==> src/rtl/galois_lfsr_pkg.sv <==
// Package: shared helpers for the Galois shift register.
// Assumes: widths are at least 2 bits.
package galois_lfsr_pkg;

    // Default feedback mask for x^4 + x^3 + 1 in right-shifting Galois form
    localparam logic [3:0] DEFAULT_MASK4 = 4'hC;

    // Mask for x^8 + x^6 + x^5 + x^4 + 1 in right-shifting Galois form
    localparam logic [7:0] MASK8 = 8'hB8;

endpackage

==> src/rtl/lfsr_step.sv <==
// Module: lfsr_step
// Computes the next Galois state from the current one. Every tap has its
// own XOR at its own stage, so the depth is a single XOR for any mask.
// Assumes: TAP_MASK has its top bit set (polynomial degree equals WIDTH).
module lfsr_step #(
    parameter int               WIDTH    = 4,
    parameter logic [WIDTH-1:0] TAP_MASK = 4'hC
) (
    input  logic [WIDTH-1:0] cur_i,
    output logic [WIDTH-1:0] nxt_o
);
    logic fb;

    // Feedback is the bit leaving at the low end
    assign fb = cur_i[0];

    // One stage per bit: shifted neighbour, XORed with the feedback where a tap sits
    for (genvar i = 0; i < WIDTH; i++) begin : g_stage
        if (i == WIDTH - 1) begin : g_top
            assign nxt_o[i] = TAP_MASK[i] & fb;
        end else if (TAP_MASK[i]) begin : g_tap
            assign nxt_o[i] = cur_i[i+1] ^ fb;
        end else begin : g_plain
            assign nxt_o[i] = cur_i[i+1];
        end
    end
endmodule

==> src/rtl/lfsr_seed_guard.sv <==
// Module: lfsr_seed_guard
// Turns an all-zero seed into 1 so that a load can never park the
// register in its zero fixed point.
// Assumes: nothing beyond WIDTH >= 1.
module lfsr_seed_guard #(
    parameter int WIDTH = 4
) (
    input  logic [WIDTH-1:0] seed_i,
    output logic [WIDTH-1:0] safe_o
);
    localparam logic [WIDTH-1:0] ONE = WIDTH'(1);

    // Swap zero for the value 1; pass any other seed through
    always_comb begin
        safe_o = (seed_i == '0) ? ONE : seed_i;
    end
endmodule

==> src/rtl/lfsr_state_reg.sv <==
// Module: lfsr_state_reg
// Holds the register. Reset wins over load, and load wins over stepping.
// Assumes: the synchronous active-low reset is held for at least one edge.
module lfsr_state_reg #(
    parameter int WIDTH = 4
) (
    input  logic             clk,
    input  logic             rst_n,
    input  logic             load_i,
    input  logic [WIDTH-1:0] seed_safe_i,
    input  logic [WIDTH-1:0] step_i,
    output logic [WIDTH-1:0] state_q
);
    localparam logic [WIDTH-1:0] ONE = WIDTH'(1);

    // Register update: reset, then load, then a normal step
    always_ff @(posedge clk) begin
        if (!rst_n) begin
            state_q <= ONE;
        end else if (load_i) begin
            state_q <= seed_safe_i;
        end else begin
            state_q <= step_i;
        end
    end


    reset_value_chk: assert property (@(posedge clk)
        !rst_n |=> (state_q == ONE));


    never_zero_chk: assert property (@(posedge clk) disable iff (!rst_n)
        state_q != '0);
endmodule

==> src/rtl/galois_lfsr.sv <==
// Module: galois_lfsr (top)
// N-bit Galois shift register. The polynomial is fixed by TAP_MASK. The
// seed can be loaded, with zero replaced by 1. The serial bit is bit 0.
// Assumes: TAP_MASK describes a primitive polynomial for full period.
module galois_lfsr #(
    parameter int               WIDTH    = 4,
    parameter logic [WIDTH-1:0] TAP_MASK = galois_lfsr_pkg::DEFAULT_MASK4
) (
    input  logic             clk,
    input  logic             rst_n,
    input  logic             load_i,
    input  logic [WIDTH-1:0] seed_i,
    output logic             serial_o,
    output logic [WIDTH-1:0] state_o
);
    localparam logic [WIDTH-1:0] ONE = WIDTH'(1);

    logic [WIDTH-1:0] cur;
    logic [WIDTH-1:0] nxt;
    logic [WIDTH-1:0] seed_safe;

    lfsr_step #(.WIDTH(WIDTH), .TAP_MASK(TAP_MASK)) u_step (
        .cur_i (cur),
        .nxt_o (nxt)
    );

    lfsr_seed_guard #(.WIDTH(WIDTH)) u_guard (
        .seed_i (seed_i),
        .safe_o (seed_safe)
    );

    lfsr_state_reg #(.WIDTH(WIDTH)) u_reg (
        .clk         (clk),
        .rst_n       (rst_n),
        .load_i      (load_i),
        .seed_safe_i (seed_safe),
        .step_i      (nxt),
        .state_q     (cur)
    );

    // Outputs: the whole state and the bit that will leave next
    assign state_o  = cur;
    assign serial_o = cur[0];

    // with a zero feedback bit the step is a plain right shift

    plain_shift_chk: assert property (@(posedge clk) disable iff (!rst_n)
        (!load_i && !state_o[0]) |=> (state_o == ($past(state_o) >> 1)));


    seed_load_chk: assert property (@(posedge clk) disable iff (!rst_n)
        (load_i && seed_i != '0) |=> (state_o == $past(seed_i)));


    zero_seed_chk: assert property (@(posedge clk) disable iff (!rst_n)
        (load_i && seed_i == '0) |=> (state_o == ONE));
endmodule

==> config.mk <==
export PLATFORM = sky130hd
export DESIGN_NAME = galois_lfsr
export DESIGN_NICKNAME = d
export VERILOG_FILES = /design/src/rtl/galois_lfsr_pkg.sv /design/src/rtl/lfsr_step.sv /design/src/rtl/lfsr_seed_guard.sv /design/src/rtl/lfsr_state_reg.sv /design/src/rtl/galois_lfsr.sv
export SDC_FILE = /design/constraint.sdc
export NUM_CORES = 1
export LEC_CHECK = 0
export ABC_AREA = 1
export BUFFER_PORTS_ARGS = -buffer_cell sky130_fd_sc_hd__buf_2
export CAP_MARGIN = 10
export CORE_AREA = 2 2 39 41
export CTS_CLUSTER_SIZE = 30
export DETAILED_ROUTE_END_ITERATION = 8
export DIE_AREA = 0 0 41 43
export PLACE_DENSITY = 0.37
export SLEW_MARGIN = 20
export SYNTH_ARGS = -nofsm -noshare
export SYNTH_HDL_FRONTEND = slang
export SYNTH_SLANG_ARGS = --single-unit
==> constraint.sdc <==
create_clock -name clk -period 0.9 [get_ports clk]
set_input_delay 0.09 -clock clk [delete_from_list [all_inputs] [get_ports clk]]
set_output_delay 0.09 -clock clk [all_outputs]
set_load 0.02 [all_outputs]
-- Word level (Yosys, flattened, before mapping)
Cells that the tools add are included.
Widths: inputs -> output; s select.
- multiplexer cells: 2
- bitwise gates (word level): 1
- reductions and logical operators: 1
- operators with widths (cell ; count):
    $mux 4 ; 2
    $logic_not 4->1 ; 1
    $xor 1x1->1 ; 1
- register bits: 4
- input bits: 7
- logic and storage cells: 5

-- Longest topological paths before layout
- depth after elaboration: 3
- depth in mapped cells: 5

-- By module
Synthesis repeated with hierarchy kept, for this count alone.
- cell total of the unflattened synthesis: 41
- area total of the unflattened synthesis: 250.2 um2
- by module, submodules not included (module ; times used ; cells an instance ; area each (um2) ; seq. area each (um2)):
    lfsr_state_reg ; 1 ; 24 ; 171.4 ; 80.1
    lfsr_step ; 1 ; 8 ; 41.3 ; 0.0
    lfsr_seed_guard ; 1 ; 8 ; 30.0 ; 0.0
    galois_lfsr ; 1 ; 1 ; 7.5 ; 0.0

-- Worst setup path after synthesis
No wires, ideal clock.
- path kind: register to register
- from: register u_reg.state_q[0]
- to: register u_reg.state_q[2]
- setup time: 0.109 ns
- arrival: 0.724 ns
- slack: 0.067 ns
- stages on the path, launching flop included: 6
- path buffers: 0
- cell sequence: dfxtp_1 > inv_1 > nand2_1 > nand3_1 > nand2_1 > inv_1
- word-level cells in the longest chain between the ends: 2
- ends and longest elaborated chain (what ; line ; RTL):
    start: declaration ; lfsr_state_reg.sv:12 ; output logic [WIDTH-1:0] state_q
    start signal: assignment ; lfsr_state_reg.sv:21 ; state_q <= seed_safe_i;
    start signal: assignment ; lfsr_state_reg.sv:23 ; state_q <= step_i;
    $xor 1x1->1 ; lfsr_step.sv:22 ; assign nxt_o[i] = cur_i[i+1] ^ fb;
    $mux 4 ; lfsr_state_reg.sv:20 ; end else if (load_i) begin
No other way between the ends.
A chain may end at the register's enable or synchronous reset.

-- Final worst setup path
- from: register u_reg.state_q[3]
- to: output state_o[3]
- RTL lines (what ; line ; RTL):
    end: declaration ; galois_lfsr.sv:14 ; output logic [WIDTH-1:0] state_o
No word-level cell between the ends.

==> impl_metrics.xml <==
<?xml version="1.0" encoding="UTF-8"?>
<metrics>
  <group name="setup_path">
    <metric name="critPathBufInv" unit="">1</metric>
    <metric name="critPathRequiredTime" unit="ns">0.81</metric>
    <metric name="timing.critical_path.slowest_stage_cell" unit="">sky130_fd_sc_hd__dfxtp_1</metric>
    <metric name="reg2reg_depth" unit="">5</metric>
    <metric name="cp-start-kind" unit="">flip-flop</metric>
    <metric name="critical_path_endpoint_category" unit="">output pin</metric>
    <metric name="cp_max_fo" unit="">3</metric>
    <metric name="crit_family" unit="">flip-flops</metric>
    <metric name="timing.rr.start" unit="">u_reg.state_q[0]</metric>
    <metric name="critPathMaxStageDelay" unit="ns">0.34</metric>
    <metric name="path_type_of_the_worst_setup_path" unit="">flip-flop to output pin</metric>
    <metric name="critical_path_arrival" unit="ns">0.74</metric>
    <metric name="ff2ff_setup_slack" unit="ns">0.20</metric>
    <metric name="r2r-end" unit="">u_reg.state_q[2]</metric>
    <metric name="cp_cell_sequence" unit="">buf_2</metric>
  </group>
  <group name="run">
    <metric name="drv.max_cap_violation_count" unit="">0</metric>
  </group>
  <group name="routing">
    <metric name="wire_per_inst" unit="µm">8.291</metric>
    <metric name="remaining_antenna_violation_count" unit="">0</metric>
    <metric name="via_per_inst" unit="">3.655</metric>
    <metric name="drt_pass_1_iters" unit="">1</metric>
    <metric name="first_iter_violations" unit="">0</metric>
    <metric name="drc_errors" unit="">0</metric>
    <metric name="vias_after_detailed_routing" unit="">201</metric>
    <metric name="routed_wl" unit="µm">456</metric>
  </group>
  <group name="floorplanning">
    <metric name="die-width" unit="µm">41</metric>
    <metric name="design.die.area" unit="µm²">1763</metric>
    <metric name="fp.coreArea" unit="µm²">1384</metric>
    <metric name="io_pins" unit="">12</metric>
    <metric name="die_y" unit="µm">43</metric>
    <metric name="initial_core_utilization" unit="%">13.11</metric>
    <metric name="std_cell_rows" unit="">14</metric>
  </group>
  <group name="layout">
    <metric name="reg.largest.list" unit="">u_reg.state_q x4</metric>
    <metric name="flow.area_growth_from_synthesis" unit="%">53.10</metric>
    <metric name="finish.net_count" unit="">48</metric>
    <metric name="largest_register_ffs" unit="">4</metric>
    <metric name="antenna_cells" unit="">0</metric>
    <metric name="final_layout_size_suffix_gt1_share" unit="%">43.59</metric>
    <metric name="top_register" unit="">u_reg.state_q</metric>
  </group>
  <group name="power">
    <metric name="cellInternalPower" unit="mW">0.3815</metric>
    <metric name="power_dissipated_by_switching_net_loads" unit="mW">0.1430</metric>
    <metric name="power_density" unit="nW/µm²">1888</metric>
    <metric name="power_frac_comb" unit="%">18.1</metric>
    <metric name="p_leak" unit="nW">0.1523</metric>
    <metric name="clockPowerShare" unit="%">43.3</metric>
    <metric name="power.ir.vdd_worst" unit="V">0.0003818</metric>
    <metric name="pwr-share-seq" unit="%">38.6</metric>
    <metric name="proportion_of_total_power_due_to_net_switching" unit="%">27.26</metric>
  </group>
  <group name="global_route">
    <metric name="number_of_antenna_violations_at_the_first_check_in_global_routing" unit="">0</metric>
    <metric name="grt_max_degree" unit="">7</metric>
    <metric name="grt_use_total" unit="%">6.921</metric>
    <metric name="global_route.overflow_total" unit="">0</metric>
    <metric name="grt_pass1_vias" unit="">199</metric>
    <metric name="grt_first_pass_wirelength" unit="µm">724</metric>
  </group>
  <group name="synthesis">
    <metric name="post_synth_and_or_nand_nor_area_fraction" unit="%">30.34</metric>
    <metric name="syn_area_per_cell" unit="µm²">6.978</metric>
    <metric name="synth_cells" unit="">26</metric>
    <metric name="xor_xnor_cell_area_share_of_the_yosys_netlist" unit="%">0</metric>
    <metric name="synthesis.area" unit="µm²">181.4</metric>
    <metric name="dominant_combinational_cell_family_by_area_after_synthesis" unit="">simple AND/OR/NAND/NOR gates</metric>
    <metric name="ys.warnings.count" unit="">0</metric>
    <metric name="compound_gate_fraction_of_synth_area" unit="%">11.03</metric>
    <metric name="ys_seq_area_share" unit="%">44.14</metric>
    <metric name="yosys.area_share.adder" unit="%">0</metric>
    <metric name="syn-num-nets" unit="">33</metric>
    <metric name="post_synth_num_cell_types" unit="">10</metric>
    <metric name="post_synth_mux_area_share" unit="%">0</metric>
    <metric name="synth-seq-cells" unit="">4</metric>
  </group>
  <group name="place">
    <metric name="post-place-ws" unit="ns">0.1690</metric>
    <metric name="port_buffers" unit="">11</metric>
    <metric name="routabilityCongestion" unit="">0.5969</metric>
    <metric name="half_perimeter_wire_length_after_placement" unit="µm">363.4</metric>
  </group>
  <group name="timing">
    <metric name="final.setup.tns" unit="ns">0</metric>
    <metric name="max-slew-margin-rel" unit="%">90.71</metric>
    <metric name="finalSetupViolations" unit="">0</metric>
    <metric name="slew_viol_final" unit="">0</metric>
    <metric name="timing_worst_slew_pin_value" unit="ns">0.1379</metric>
    <metric name="fmax" unit="MHz">1202</metric>
    <metric name="grt_setup_unrepaired" unit="">false</metric>
    <metric name="final-hold-violation-count" unit="">0</metric>
    <metric name="worst_slack" unit="ns">0.06830</metric>
    <metric name="min_period" unit="ns">0.8317</metric>
    <metric name="layout_worst_path_cycle_share" unit="%">92.41</metric>
    <metric name="timing.clock.skew" unit="ns">0.002386</metric>
  </group>
  <group name="clock_network">
    <metric name="number_of_setup_buffers_added_after_cts" unit="">0</metric>
    <metric name="maximum_count_of_clock_buffers_along_a_single_path" unit="">2</metric>
    <metric name="cts_hold_repair.buffers" unit="">0</metric>
    <metric name="clock_sinks" unit="">4</metric>
    <metric name="clk_transition_reported_paths" unit="ns">0.04</metric>
    <metric name="tritoncts" unit="">yes</metric>
    <metric name="later_pin_clock_latency_in_the_skew_report" unit="ns">0.23</metric>
    <metric name="htreeDepth" unit="">1</metric>
    <metric name="post_cts_resize_count" unit="">0</metric>
    <metric name="cts.root.buffer_cell" unit="">sky130_fd_sc_hd__clkbuf_4</metric>
    <metric name="cts_inserted_buffers" unit="">3</metric>
  </group>
  <group name="hold_path">
    <metric name="worst_hold_startpoint" unit="">seed_i[0]</metric>
    <metric name="holdCritPathClass" unit="">input port to flip-flop</metric>
    <metric name="worst_hold_path.num_cells" unit="">3</metric>
    <metric name="worst_hold_path.endpoint" unit="">u_reg.state_q[0]</metric>
  </group>
  <group name="run_status">
    <metric name="run_status" unit="">complete, no violations</metric>
  </group>
</metrics>
layer usage:
metal  vias to the layer above  global-route usage (%)  share of wire [%]
met5                         -                       0                  0
met4                         0                   8.000                  0
met3                         0                   5.236                 13
met2                         7                   8.438                 52
met1                        90                   6.410                 35
li1                        104                       -                  -
power groups by stage:
stage	Combinational (mW)	Sequential [mW]	Clock, mW
finish	0.0951	0.202	0.227
global route	0.107	0.205	0.249
CTS	0.0925	0.202	0.233
detailed placement	0.0917	0.204	0
global placement	0.0931	0.205	0
floorplan	0.0399	0.221	0
cell type report:
class / count / area, µm²
Fill cell: 162 / 1106
Multi-Input combinational cell: 16 / 75.07
Sequential cell: 4 / 81.33
Tap cell: 16 / 20.02
Inverter: 5 / 18.77
Clock buffer: 3 / 22.52
Timing Repair Buffer: 11 / 60.06
synth_stat cells (all sizes together):
library cell  number  area (µm²)
dfxtp              4       80.08
buf                1       7.510
nor2               5       26.27
a21oi              2       10.01
nand2              5       18.77
o21ai              2       10.01
nand3              2       10.01
inv                5       18.76
logic make-up (layout without fill, tap and decap cells):
group / after synthesis / count (layout)
flops: 4 / 4
buf+inv: 6 / 19
compound gates: 4 / 4
simple gates: 12 / 12
cell usage in the layout, fill, tap and decap left out, drive strengths merged:
master,count
buf,11
nand2,5
inv,5
nor2,5
dfxtp,4
clkbuf,3
nand3,2
o21ai,2
a21oi,2
stage by stage:
step	cell area, µm²	utilization, %	total power, mW	hold WS (ns)	cells
after floorplan	181.4	-	0.2609	0.2121	26
after global placement	249.0	17.99	0.2978	0.3096	52
after detailed placement	249.0	17.99	0.2961	0.3095	52
after CTS	271.5	19.62	0.5273	0.06342	55
after global routing	277.8	20.07	0.5618	0.09103	55
final	277.8	20.07	0.5245	0.06415	55
how the worst max path moves through the flow:
stage | to | startpoint | depth (start not counted) | slack, ns
finish | state_o[3] | u_reg.state_q[3] | 1 | 0.07
global route | state_o[3] | u_reg.state_q[3] | 1 | 0.0002
CTS | serial_o | u_reg.state_q[0] | 1 | 0.02
detailed placement | u_reg.state_q[2] | u_reg.state_q[0] | 5 | 0.17
global placement | u_reg.state_q[2] | u_reg.state_q[0] | 5 | 0.18
floorplan | u_reg.state_q[2] | u_reg.state_q[0] | 5 | 0.07
No activity file was read; power rests on OpenSTA's default activity.
